$ cat src/rtl/sine_tone_pkg.sv
package sine_tone_pkg;

   localparam int CH_N      = 2;
   localparam int MANT_FRAC = 15;
   localparam int MANT_W    = 16;
   localparam int OCT_STEPS = 12;

   typedef enum logic [2:0] {
      SEL_STEP_L = 3'd0,
      SEL_STEP_R = 3'd1,
      SEL_ATT_L  = 3'd2,
      SEL_ATT_R  = 3'd3,
      SEL_CTRL   = 3'd4
   } reg_sel_e;

   // Gain mantissa 10^(-r/40) in Q15 for the twelve half-dB steps of one octave
   function automatic logic [MANT_W-1:0] att_mantissa(input logic [3:0] r);
      case (r)
         4'd0:    return 16'd32768;
         4'd1:    return 16'd30935;
         4'd2:    return 16'd29205;
         4'd3:    return 16'd27571;
         4'd4:    return 16'd26029;
         4'd5:    return 16'd24573;
         4'd6:    return 16'd23198;
         4'd7:    return 16'd21900;
         4'd8:    return 16'd20675;
         4'd9:    return 16'd19519;
         4'd10:   return 16'd18427;
         default: return 16'd17396;
      endcase
   endfunction

   // amp * sin((2*idx+1)*pi / (4*2^depth_log2)), Taylor series in Q30
   function automatic int quarter_sine(input int idx, input int depth_log2, input int amp);
      longint pi_q30;
      longint x;
      longint x2;
      longint term;
      longint acc;
      pi_q30 = 64'sd3373259426;
      x      = (longint'(2 * idx + 1) * pi_q30) >>> (depth_log2 + 2);
      x2     = (x * x) >>> 30;
      term   = x;
      acc    = x;
      for (int k = 1; k <= 7; k++) begin
         term = -((term * x2) >>> 30) / longint'((2 * k) * (2 * k + 1));
         acc  = acc + term;
      end
      return int'((acc * longint'(amp) + (64'sd1 <<< 29)) >>> 30);
   endfunction

endpackage

$ cat src/rtl/sine_tone_regs.sv
module sine_tone_regs
   import sine_tone_pkg::*;
#(
   parameter int          PHASE_W    = 16,
   parameter int          ATT_W      = 8,
   parameter int          DATA_W     = 16,
   parameter logic [15:0] START_CODE = 16'h4020,
   parameter bit          CLAMP_EN   = 1'b1
) (
   input  logic                             clk,
   input  logic                             rst_n,
   input  logic                             wr_en,
   input  logic [2:0]                       wr_addr,
   input  logic [DATA_W-1:0]                wr_data,
   output logic [CH_N-1:0][PHASE_W-1:0]     step_o,
   output logic [CH_N-1:0][ATT_W-1:0]       att_o,
   output logic                             run_o,
   output logic                             clr_o
);

   localparam logic [PHASE_W-1:0] MAX_STEP = PHASE_W'(1) << (PHASE_W - 1);

   logic [PHASE_W-1:0] step_wr;
   logic               ctrl_wr;
   logic               start_hit;

   if (DATA_W < PHASE_W) begin : g_bad_data
      $error("sine_tone_regs: DATA_W must cover PHASE_W");
   end
   if (ATT_W > DATA_W || ATT_W < 4) begin : g_bad_att
      $error("sine_tone_regs: ATT_W out of range");
   end

   if (CLAMP_EN) begin : g_clamp
      always_comb begin
         step_wr = (wr_data[PHASE_W-1:0] > MAX_STEP) ? MAX_STEP : wr_data[PHASE_W-1:0];
      end
   end else begin : g_noclamp
      always_comb begin
         step_wr = wr_data[PHASE_W-1:0];
      end
   end

   always_comb begin
      ctrl_wr   = wr_en && (wr_addr == SEL_CTRL);
      start_hit = ctrl_wr && (wr_data == DATA_W'(START_CODE));
      clr_o     = start_hit;
   end

   for (genvar ch = 0; ch < CH_N; ch++) begin : g_ch
      localparam logic [2:0] STEP_SEL = (ch == 0) ? SEL_STEP_L : SEL_STEP_R;
      localparam logic [2:0] ATT_SEL  = (ch == 0) ? SEL_ATT_L  : SEL_ATT_R;

      always_ff @(posedge clk or negedge rst_n) begin
         if (!rst_n) begin
            step_o[ch] <= '0;
            att_o[ch]  <= '0;
         end else if (wr_en) begin
            if (wr_addr == STEP_SEL) step_o[ch] <= step_wr;
            if (wr_addr == ATT_SEL)  att_o[ch]  <= wr_data[ATT_W-1:0];
         end
      end
   end

   always_ff @(posedge clk or negedge rst_n) begin
      if (!rst_n)       run_o <= 1'b0;
      else if (ctrl_wr) run_o <= start_hit;
   end

   assert_start_runs_R2: assert property (@(posedge clk) disable iff (!rst_n)
      (wr_en && wr_addr == SEL_CTRL && wr_data == DATA_W'(START_CODE)) |=> run_o);

   assert_other_code_halts_R9: assert property (@(posedge clk) disable iff (!rst_n)
      (wr_en && wr_addr == SEL_CTRL && wr_data != DATA_W'(START_CODE)) |=> !run_o);

   if (CLAMP_EN) begin : g_clamp_chk
      assert_step_capped_R6: assert property (@(posedge clk) disable iff (!rst_n)
         (wr_en && wr_addr == SEL_STEP_L && wr_data[PHASE_W-1:0] > MAX_STEP)
            |=> step_o[0] == MAX_STEP);
   end

endmodule

$ cat src/rtl/sine_tone_rom.sv
module sine_tone_rom
   import sine_tone_pkg::*;
#(
   parameter int LUT_AW = 8,
   parameter int SAMP_W = 16
) (
   input  logic [LUT_AW-1:0] addr_i,
   output logic [SAMP_W-1:0] mag_o
);

   localparam int DEPTH = 1 << LUT_AW;
   localparam int AMP   = (1 << (SAMP_W - 1)) - 1;

   if (LUT_AW < 2 || LUT_AW > 12) begin : g_bad_depth
      $error("sine_tone_rom: LUT_AW out of range");
   end

   logic [SAMP_W-1:0] rom [DEPTH];

   for (genvar g = 0; g < DEPTH; g++) begin : g_entry
      assign rom[g] = SAMP_W'(quarter_sine(g, LUT_AW, AMP));
   end

   assign mag_o = rom[addr_i];

endmodule

$ cat src/rtl/sine_tone_chan.sv
module sine_tone_chan
   import sine_tone_pkg::*;
#(
   parameter int PHASE_W = 16,
   parameter int LUT_AW  = 8,
   parameter int SAMP_W  = 16,
   parameter int ATT_W   = 8
) (
   input  logic                     clk,
   input  logic                     rst_n,
   input  logic                     run_i,
   input  logic                     clr_i,
   input  logic                     tick_i,
   input  logic [PHASE_W-1:0]       step_i,
   input  logic [ATT_W-1:0]         att_i,
   output logic signed [SAMP_W-1:0] sample_o,
   output logic                     valid_o
);

   localparam int IDX_W  = LUT_AW + 2;
   localparam int PROD_W = SAMP_W + 1 + MANT_W + 1;

   if (PHASE_W < IDX_W) begin : g_bad_phase
      $error("sine_tone_chan: PHASE_W too small for table index");
   end

   logic [PHASE_W-1:0]       phase_q;
   logic [IDX_W-1:0]         idx;
   logic [LUT_AW-1:0]        rom_addr;
   logic [SAMP_W-1:0]        mag;
   logic signed [SAMP_W:0]   wave;
   logic [ATT_W-1:0]         oct;
   logic [3:0]               frac;
   logic [MANT_W-1:0]        mant;
   logic signed [PROD_W-1:0] prod;
   logic signed [SAMP_W-1:0] sample_next;

   // quadrant fold: odd quadrants walk the table backwards, upper half negates
   always_comb begin
      idx      = phase_q[PHASE_W-1 -: IDX_W];
      rom_addr = idx[IDX_W-2] ? ~idx[LUT_AW-1:0] : idx[LUT_AW-1:0];
   end

   sine_tone_rom #(
      .LUT_AW (LUT_AW),
      .SAMP_W (SAMP_W)
   ) rom_i (
      .addr_i (rom_addr),
      .mag_o  (mag)
   );

   always_comb begin
      wave        = idx[IDX_W-1] ? -$signed({1'b0, mag}) : $signed({1'b0, mag});
      oct         = att_i / ATT_W'(OCT_STEPS);
      frac        = 4'(att_i % ATT_W'(OCT_STEPS));
      mant        = att_mantissa(frac);
      prod        = PROD_W'(wave) * $signed({1'b0, mant});
      sample_next = SAMP_W'(prod >>> (MANT_FRAC + int'(oct)));
   end

   always_ff @(posedge clk or negedge rst_n) begin
      if (!rst_n)                phase_q <= '0;
      else if (clr_i)            phase_q <= '0;
      else if (run_i && tick_i)  phase_q <= phase_q + step_i;
   end

   always_ff @(posedge clk or negedge rst_n) begin
      if (!rst_n) begin
         sample_o <= '0;
         valid_o  <= 1'b0;
      end else if (!run_i) begin
         sample_o <= '0;
         valid_o  <= 1'b0;
      end else begin
         valid_o <= tick_i;
         if (tick_i) sample_o <= sample_next;
      end
   end

   assert_valid_follows_tick_R3: assert property (@(posedge clk) disable iff (!rst_n)
      valid_o |-> ($past(tick_i) && $past(run_i)));

   assert_phase_holds_R4: assert property (@(posedge clk) disable iff (!rst_n)
      (!tick_i && !clr_i) |=> $stable(phase_q));

   assert_halt_zeroes_R9: assert property (@(posedge clk) disable iff (!rst_n)
      !run_i |=> (sample_o == '0 && !valid_o));

   assert_clear_zeroes_phase_R2: assert property (@(posedge clk) disable iff (!rst_n)
      clr_i |=> phase_q == '0);

endmodule

$ cat src/rtl/sine_tone_gen.sv
module sine_tone_gen
   import sine_tone_pkg::*;
#(
   parameter int          PHASE_W    = 16,
   parameter int          LUT_AW     = 8,
   parameter int          SAMP_W     = 16,
   parameter int          ATT_W      = 8,
   parameter int          DATA_W     = 16,
   parameter logic [15:0] START_CODE = 16'h4020,
   parameter bit          CLAMP_EN   = 1'b1
) (
   input  logic                     clk,
   input  logic                     rst_n,
   input  logic                     wr_en,
   input  logic [2:0]               wr_addr,
   input  logic [DATA_W-1:0]        wr_data,
   input  logic                     smp_tick,
   output logic signed [SAMP_W-1:0] left_out,
   output logic signed [SAMP_W-1:0] right_out,
   output logic                     out_valid
);

   if (SAMP_W < 8 || SAMP_W > 24) begin : g_bad_samp
      $error("sine_tone_gen: SAMP_W out of range");
   end

   logic [CH_N-1:0][PHASE_W-1:0] step;
   logic [CH_N-1:0][ATT_W-1:0]   att;
   logic                         run;
   logic                         clr;
   logic signed [SAMP_W-1:0]     samp [CH_N];
   logic [CH_N-1:0]              vld;

   sine_tone_regs #(
      .PHASE_W    (PHASE_W),
      .ATT_W      (ATT_W),
      .DATA_W     (DATA_W),
      .START_CODE (START_CODE),
      .CLAMP_EN   (CLAMP_EN)
   ) regs_i (
      .clk     (clk),
      .rst_n   (rst_n),
      .wr_en   (wr_en),
      .wr_addr (wr_addr),
      .wr_data (wr_data),
      .step_o  (step),
      .att_o   (att),
      .run_o   (run),
      .clr_o   (clr)
   );

   for (genvar ch = 0; ch < CH_N; ch++) begin : g_chan
      sine_tone_chan #(
         .PHASE_W (PHASE_W),
         .LUT_AW  (LUT_AW),
         .SAMP_W  (SAMP_W),
         .ATT_W   (ATT_W)
      ) chan_i (
         .clk      (clk),
         .rst_n    (rst_n),
         .run_i    (run),
         .clr_i    (clr),
         .tick_i   (smp_tick),
         .step_i   (step[ch]),
         .att_i    (att[ch]),
         .sample_o (samp[ch]),
         .valid_o  (vld[ch])
      );
   end

   assign left_out  = samp[0];
   assign right_out = samp[1];
   assign out_valid = vld[0];

   assert_channels_in_step_R3: assert property (@(posedge clk) disable iff (!rst_n)
      vld[0] == vld[1]);

endmodule

$ cat config.mk
export PLATFORM = sky130hd
export DESIGN_NAME = sine_tone_gen
export DESIGN_NICKNAME = d
export VERILOG_FILES = /design/src/rtl/sine_tone_pkg.sv /design/src/rtl/sine_tone_regs.sv /design/src/rtl/sine_tone_rom.sv /design/src/rtl/sine_tone_chan.sv /design/src/rtl/sine_tone_gen.sv
export SDC_FILE = /design/constraint.sdc
export NUM_CORES = 2
export LEC_CHECK = 0
export ABC_AREA = 0
export BUFFER_PORTS_ARGS = -buffer_cell sky130_fd_sc_hd__buf_2
export CORE_ASPECT_RATIO = 2
export CORE_MARGIN = 2
export CORE_UTILIZATION = 62
export CTS_CLUSTER_DIAMETER = 50
export DETAILED_ROUTE_END_ITERATION = 8
export PLACE_DENSITY_LB_ADDON = 0.12
export SETUP_SLACK_MARGIN = 0.05
export SLEW_MARGIN = 10
export SYNTH_ARGS = -nofsm -noshare
export SYNTH_HDL_FRONTEND = slang
export SYNTH_SLANG_ARGS = --single-unit
export TNS_END_PERCENT = 10
$ cat constraint.sdc
create_clock -name clk -period 15.52 [get_ports clk]
set_clock_uncertainty 0.05 [all_clocks]
set_input_delay 1.552 -clock clk [delete_from_list [all_inputs] [get_ports clk]]
set_output_delay 1.552 -clock clk [all_outputs]
set_load 0.1 [all_outputs]
==> results of run 1 <==
## stage by stage
step / utilization [%] / area (µm²) / cells / hold WS (ns) / setup slack [ns]
detailed placement: 64.2 / 47400 / 6873 / 0.425 / 1.86
CTS: 65.1 / 48100 / 6905 / 0.438 / 1.75
global placement: 64.2 / 47400 / 6873 / 0.415 / 1.85
floorplan: - / 46400 / 6132 / 0.404 / 3.77
## logic make-up after synthesis
kind of cell               after synthesis
DFF                                    114
adders and majority gates              846
xor gates and xnor gates               150
AOI/OAI and AO/OA                     1595
and+or+nand+nor                       1978
buffers and inverters                 1268
muxes                                  181
## routing by layer
| metal | overflow | track usage [%] |
|---|---|---|
| met5 | 0 | 3.57 |
| met4 | 64 | 65.8 |
| met3 | 0 | 35.3 |
| met2 | 84 | 88.9 |
| met1 | 0 | 62.6 |
==> metrics.csv, run 1 <==
metric,value,unit
post_synth_xor_area_fraction,2.95,%
synthCells,6132,
cts-resized-gates,0,
clock_tree.root_cell,clkbuf_16,
cts_sinks,114,
synthFlopType,dfrtp_1,
synth_top_family_by_area,adder cells,
stop_error,[ERROR GRT-0116] Global routing finished with congestion. Check the congestion regions in the DRC Viewer.,
ys_seq_area_share,6.15,%
yosys.area.top_type,fa_1,
synthAdderAreaFrac,31.9,%
netlist_area,46400,µm²
port_buffers,55,
muxShareOfSynthArea,4.43,%
start_util,62.8,%
cts_max_path_buffers,3,
grt_pass1_vias,56300,
synthTopCellsByArea,"fa_1, ha_1, inv_1",
synth_cell_types,105,
yosysMostFrequentCell,inv_1,
grt_max_degree,71,
place_congestion,1.20,
dieHeight,391,µm
outcome,aborted with a tool error,
io_pins,56,
ys_async_sr_fraction,100,%
synth_compound_area_share,23.2,%
ys_warn_count,0,
synth.net_count,7001,
hpwl,163000,µm
rows,141,
synthTopCellsByCount,"inv_1, nor2_1, fa_1",
ys_ff_latch,114,
cts_hold_buf,0,
numCtsBuffers,25,
die_w,197,µm
lastStage,5_1_grt,
syn_area_per_cell,7.57,µm²
synth_simple_gate_area_share,20.6,%
globalRouteOverflowTotal,148,
htreeDepth,4,
grt_pass1_wl,364000,µm
grt_usage,63.1,%
synth-edff-count,0,
yosysTopAreaCellShare,24.2,%
postCtsSetupBuffers,0,
==> run 2: changes to the inputs <==
--- a/config.mk
+++ b/config.mk
@@ -7,13 +7,10 @@
 export LEC_CHECK = 0
 export ABC_AREA = 0
 export BUFFER_PORTS_ARGS = -buffer_cell sky130_fd_sc_hd__buf_2
-export CORE_ASPECT_RATIO = 2
 export CORE_MARGIN = 2
-export CORE_UTILIZATION = 62
-export CTS_CLUSTER_DIAMETER = 50
+export CORE_UTILIZATION = 40
 export DETAILED_ROUTE_END_ITERATION = 8
-export PLACE_DENSITY_LB_ADDON = 0.12
-export SETUP_SLACK_MARGIN = 0.05
+export PLACE_DENSITY_LB_ADDON = 0.15
 export SLEW_MARGIN = 10
 export SYNTH_ARGS = -nofsm -noshare
 export SYNTH_HDL_FRONTEND = slang
==> run 2 against run 1 <==
The run now ends clean. Synthesized cell count stayed put. Synthesized area stayed put.
==> metrics.csv, run 2 <==
metric,value,unit
port_buffers,55,
yosysTopAreaCellShare,24.2,%
multi_input_area,38700,µm²
ys_warn_count,0,
wl_per_cell,26.7,µm
crit_buf_inv,5,
layout_common_cells,"inv_1, nor2_1, fa_1",
critPathMaxStageDelay,0.90,ns
tritoncts,done,
slew_headroom,16.2,%
crit_required,15.89,ns
core,115000,µm²
start_util,40.5,%
synthTopCellsByArea,"fa_1, ha_1, inv_1",
ys_async_sr_fraction,100,%
via_per_inst,6.21,
yosys.area.top_type,fa_1,
crit_family,adder cells,
dieHeight,345,µm
die_w,345,µm
clock_tree.root_cell,clkbuf_16,
arrival,14.57,ns
hold_viol_final,0,
outcome,finished clean,
antenna_found_initial,17,
grt_usage,33.7,%
wl,201000,µm
place_congestion,1.04,
postRouteAntennaNets,0,
period_needed,14.19,ns
end_kind,flop,
yosysMostFrequentCell,inv_1,
synthCells,6132,
remaining_drc_errors,0,
cts_max_path_buffers,3,
worstSetupStartpointType,flop,
syn_area_per_cell,7.57,µm²
placed_cell_area,48400,µm²
clk_pin_slew_worst_paths,0.05,ns
top_regs,"g_chan.chan_i.phase_q x32, g_chan.chan_i.sample_o x32, regs_i.step_o x32",
synth.net_count,7001,
cts-resized-gates,0,
hpwl,155000,µm
regArea,2870,µm²
netlist_area,46400,µm²
rsz0062_at_grt,no,
cts_hold_buf,0,
cts_sinks,114,
path_max_fanout,51,
drt-initial-drc-count,5173,
fmax,70.5,MHz
htreeDepth,4,
fin_area,49100,µm²
synthTopCellsByCount,"inv_1, nor2_1, fa_1",
die_area,119000,µm²
fillers,12000,
synth_cell_types,105,
grt_max_degree,106,
syn_to_final_growth,5.84,%
io_pins,56,
synthFlopType,dfrtp_1,
worstSkewPairLatency,0.49,ns
crit_type,flop to flop,
worst_path_most_repeated_cell,fa_1,
max-cap-violations,0,
numCtsBuffers,25,
setup_viol,0,
hold_class,flop to flop,
worst_path_max_delay_cell,ha_1,
drive_gt1_share,7.82,%
dr.pass1.iters,7,
ys_ff_latch,114,
worst_pin_slew,1.26,ns
drv_slew,0,
postCtsSetupBuffers,0,
period_share,91.4,%
grt_pass1_vias,46700,
via_count,46700,
grt_pass1_wl,302000,µm
final_common_cell,inv_1,
fin_nets,6858,
globalRouteOverflowTotal,0,
tns,0,ns
ys_seq_area_share,6.15,%
synth-edff-count,0,
rows,124,
-- run 2: cell counts after synthesis --
No cell type changed its count.
-- run 2: tightest hold or removal path, stage by stage, from the launching register on --
cell and delay [ns]:
dfrtp_1 0.34, nand2_1 0.05, o21ai_0 0.06
-- run 2: layout make-up --
cell class,count,area share (%)
clock buffers,32,1.39
diodes,7,0.0357
well taps,1512,3.85
clock inverters,1,0.0612
inverters,863,6.60
repair buffers,235,3.35
multi-input cells,4750,78.9
flip-flops and latches,114,5.85
-- run 2: final timing paths --
path / startpoint / to / slack [ns] / cells after the start
max reg2reg: g_chan[0].chan_i.phase_q[14]$_DFFE_PN0P_ / g_chan[0].chan_i.sample_o[6]$_DFFE_PN0P_ / 1.33 / 38
max: g_chan[0].chan_i.phase_q[14]$_DFFE_PN0P_ / g_chan[0].chan_i.sample_o[6]$_DFFE_PN0P_ / 1.33 / 38
min: regs_i.step_o[26]$_DFFE_PN0P_ / regs_i.step_o[26]$_DFFE_PN0P_ / 0.43 / 2
max in group asynchronous: rst_n / g_chan[0].chan_i.phase_q[14]$_DFFE_PN0P_ / 13.09 / 2
min in group asynchronous: rst_n / g_chan[1].chan_i.sample_o[4]$_DFFE_PN0P_ / 0.98 / 1
min reg2reg: regs_i.step_o[26]$_DFFE_PN0P_ / regs_i.step_o[26]$_DFFE_PN0P_ / 0.43 / 2
-- run 2: cells by family (layout without fill, tap and decap cells) --
kind of cell	Yosys count	after routing	synth area share (%)
AND/OR/NAND/NOR	1978	1978	20.6
AO/OA/AOI/OAI	1595	1595	23.2
buffers and inverters	1268	1131	10.8
adder cells (fa/ha/maj)	846	846	31.9
multiplexers	181	181	4.43
XOR/XNOR	150	150	2.95
flip-flops	114	114	6.15
other	0	7	0
-- run 2: through the flow --
stage / util (%) / hold WS, ns / setup slack [ns] / std cells
finish: 42.8 / 0.431 / 1.33 / 7514
CTS: 42.8 / 0.434 / 1.60 / 7507
floorplan: - / 0.404 / 3.77 / 6132
global placement: 42.2 / 0.416 / 1.52 / 7474
detailed placement: 42.2 / 0.420 / 1.65 / 7474
global route: 42.8 / 0.451 / 0.616 / 7508
-- run 2: metal layers --
metal	up-vias	wire length (µm)	GRT usage [%]
met3	548	16100	5.05
met4	16	11400	16.9
met2	2196	90700	53.7
met1	23200	82300	44.4
met5	-	110	0
li1	20700	-	-
Power of run 2 is not shown: default switching activity piles up to over one toggle a cycle in this logic, so the estimate is an artifact.
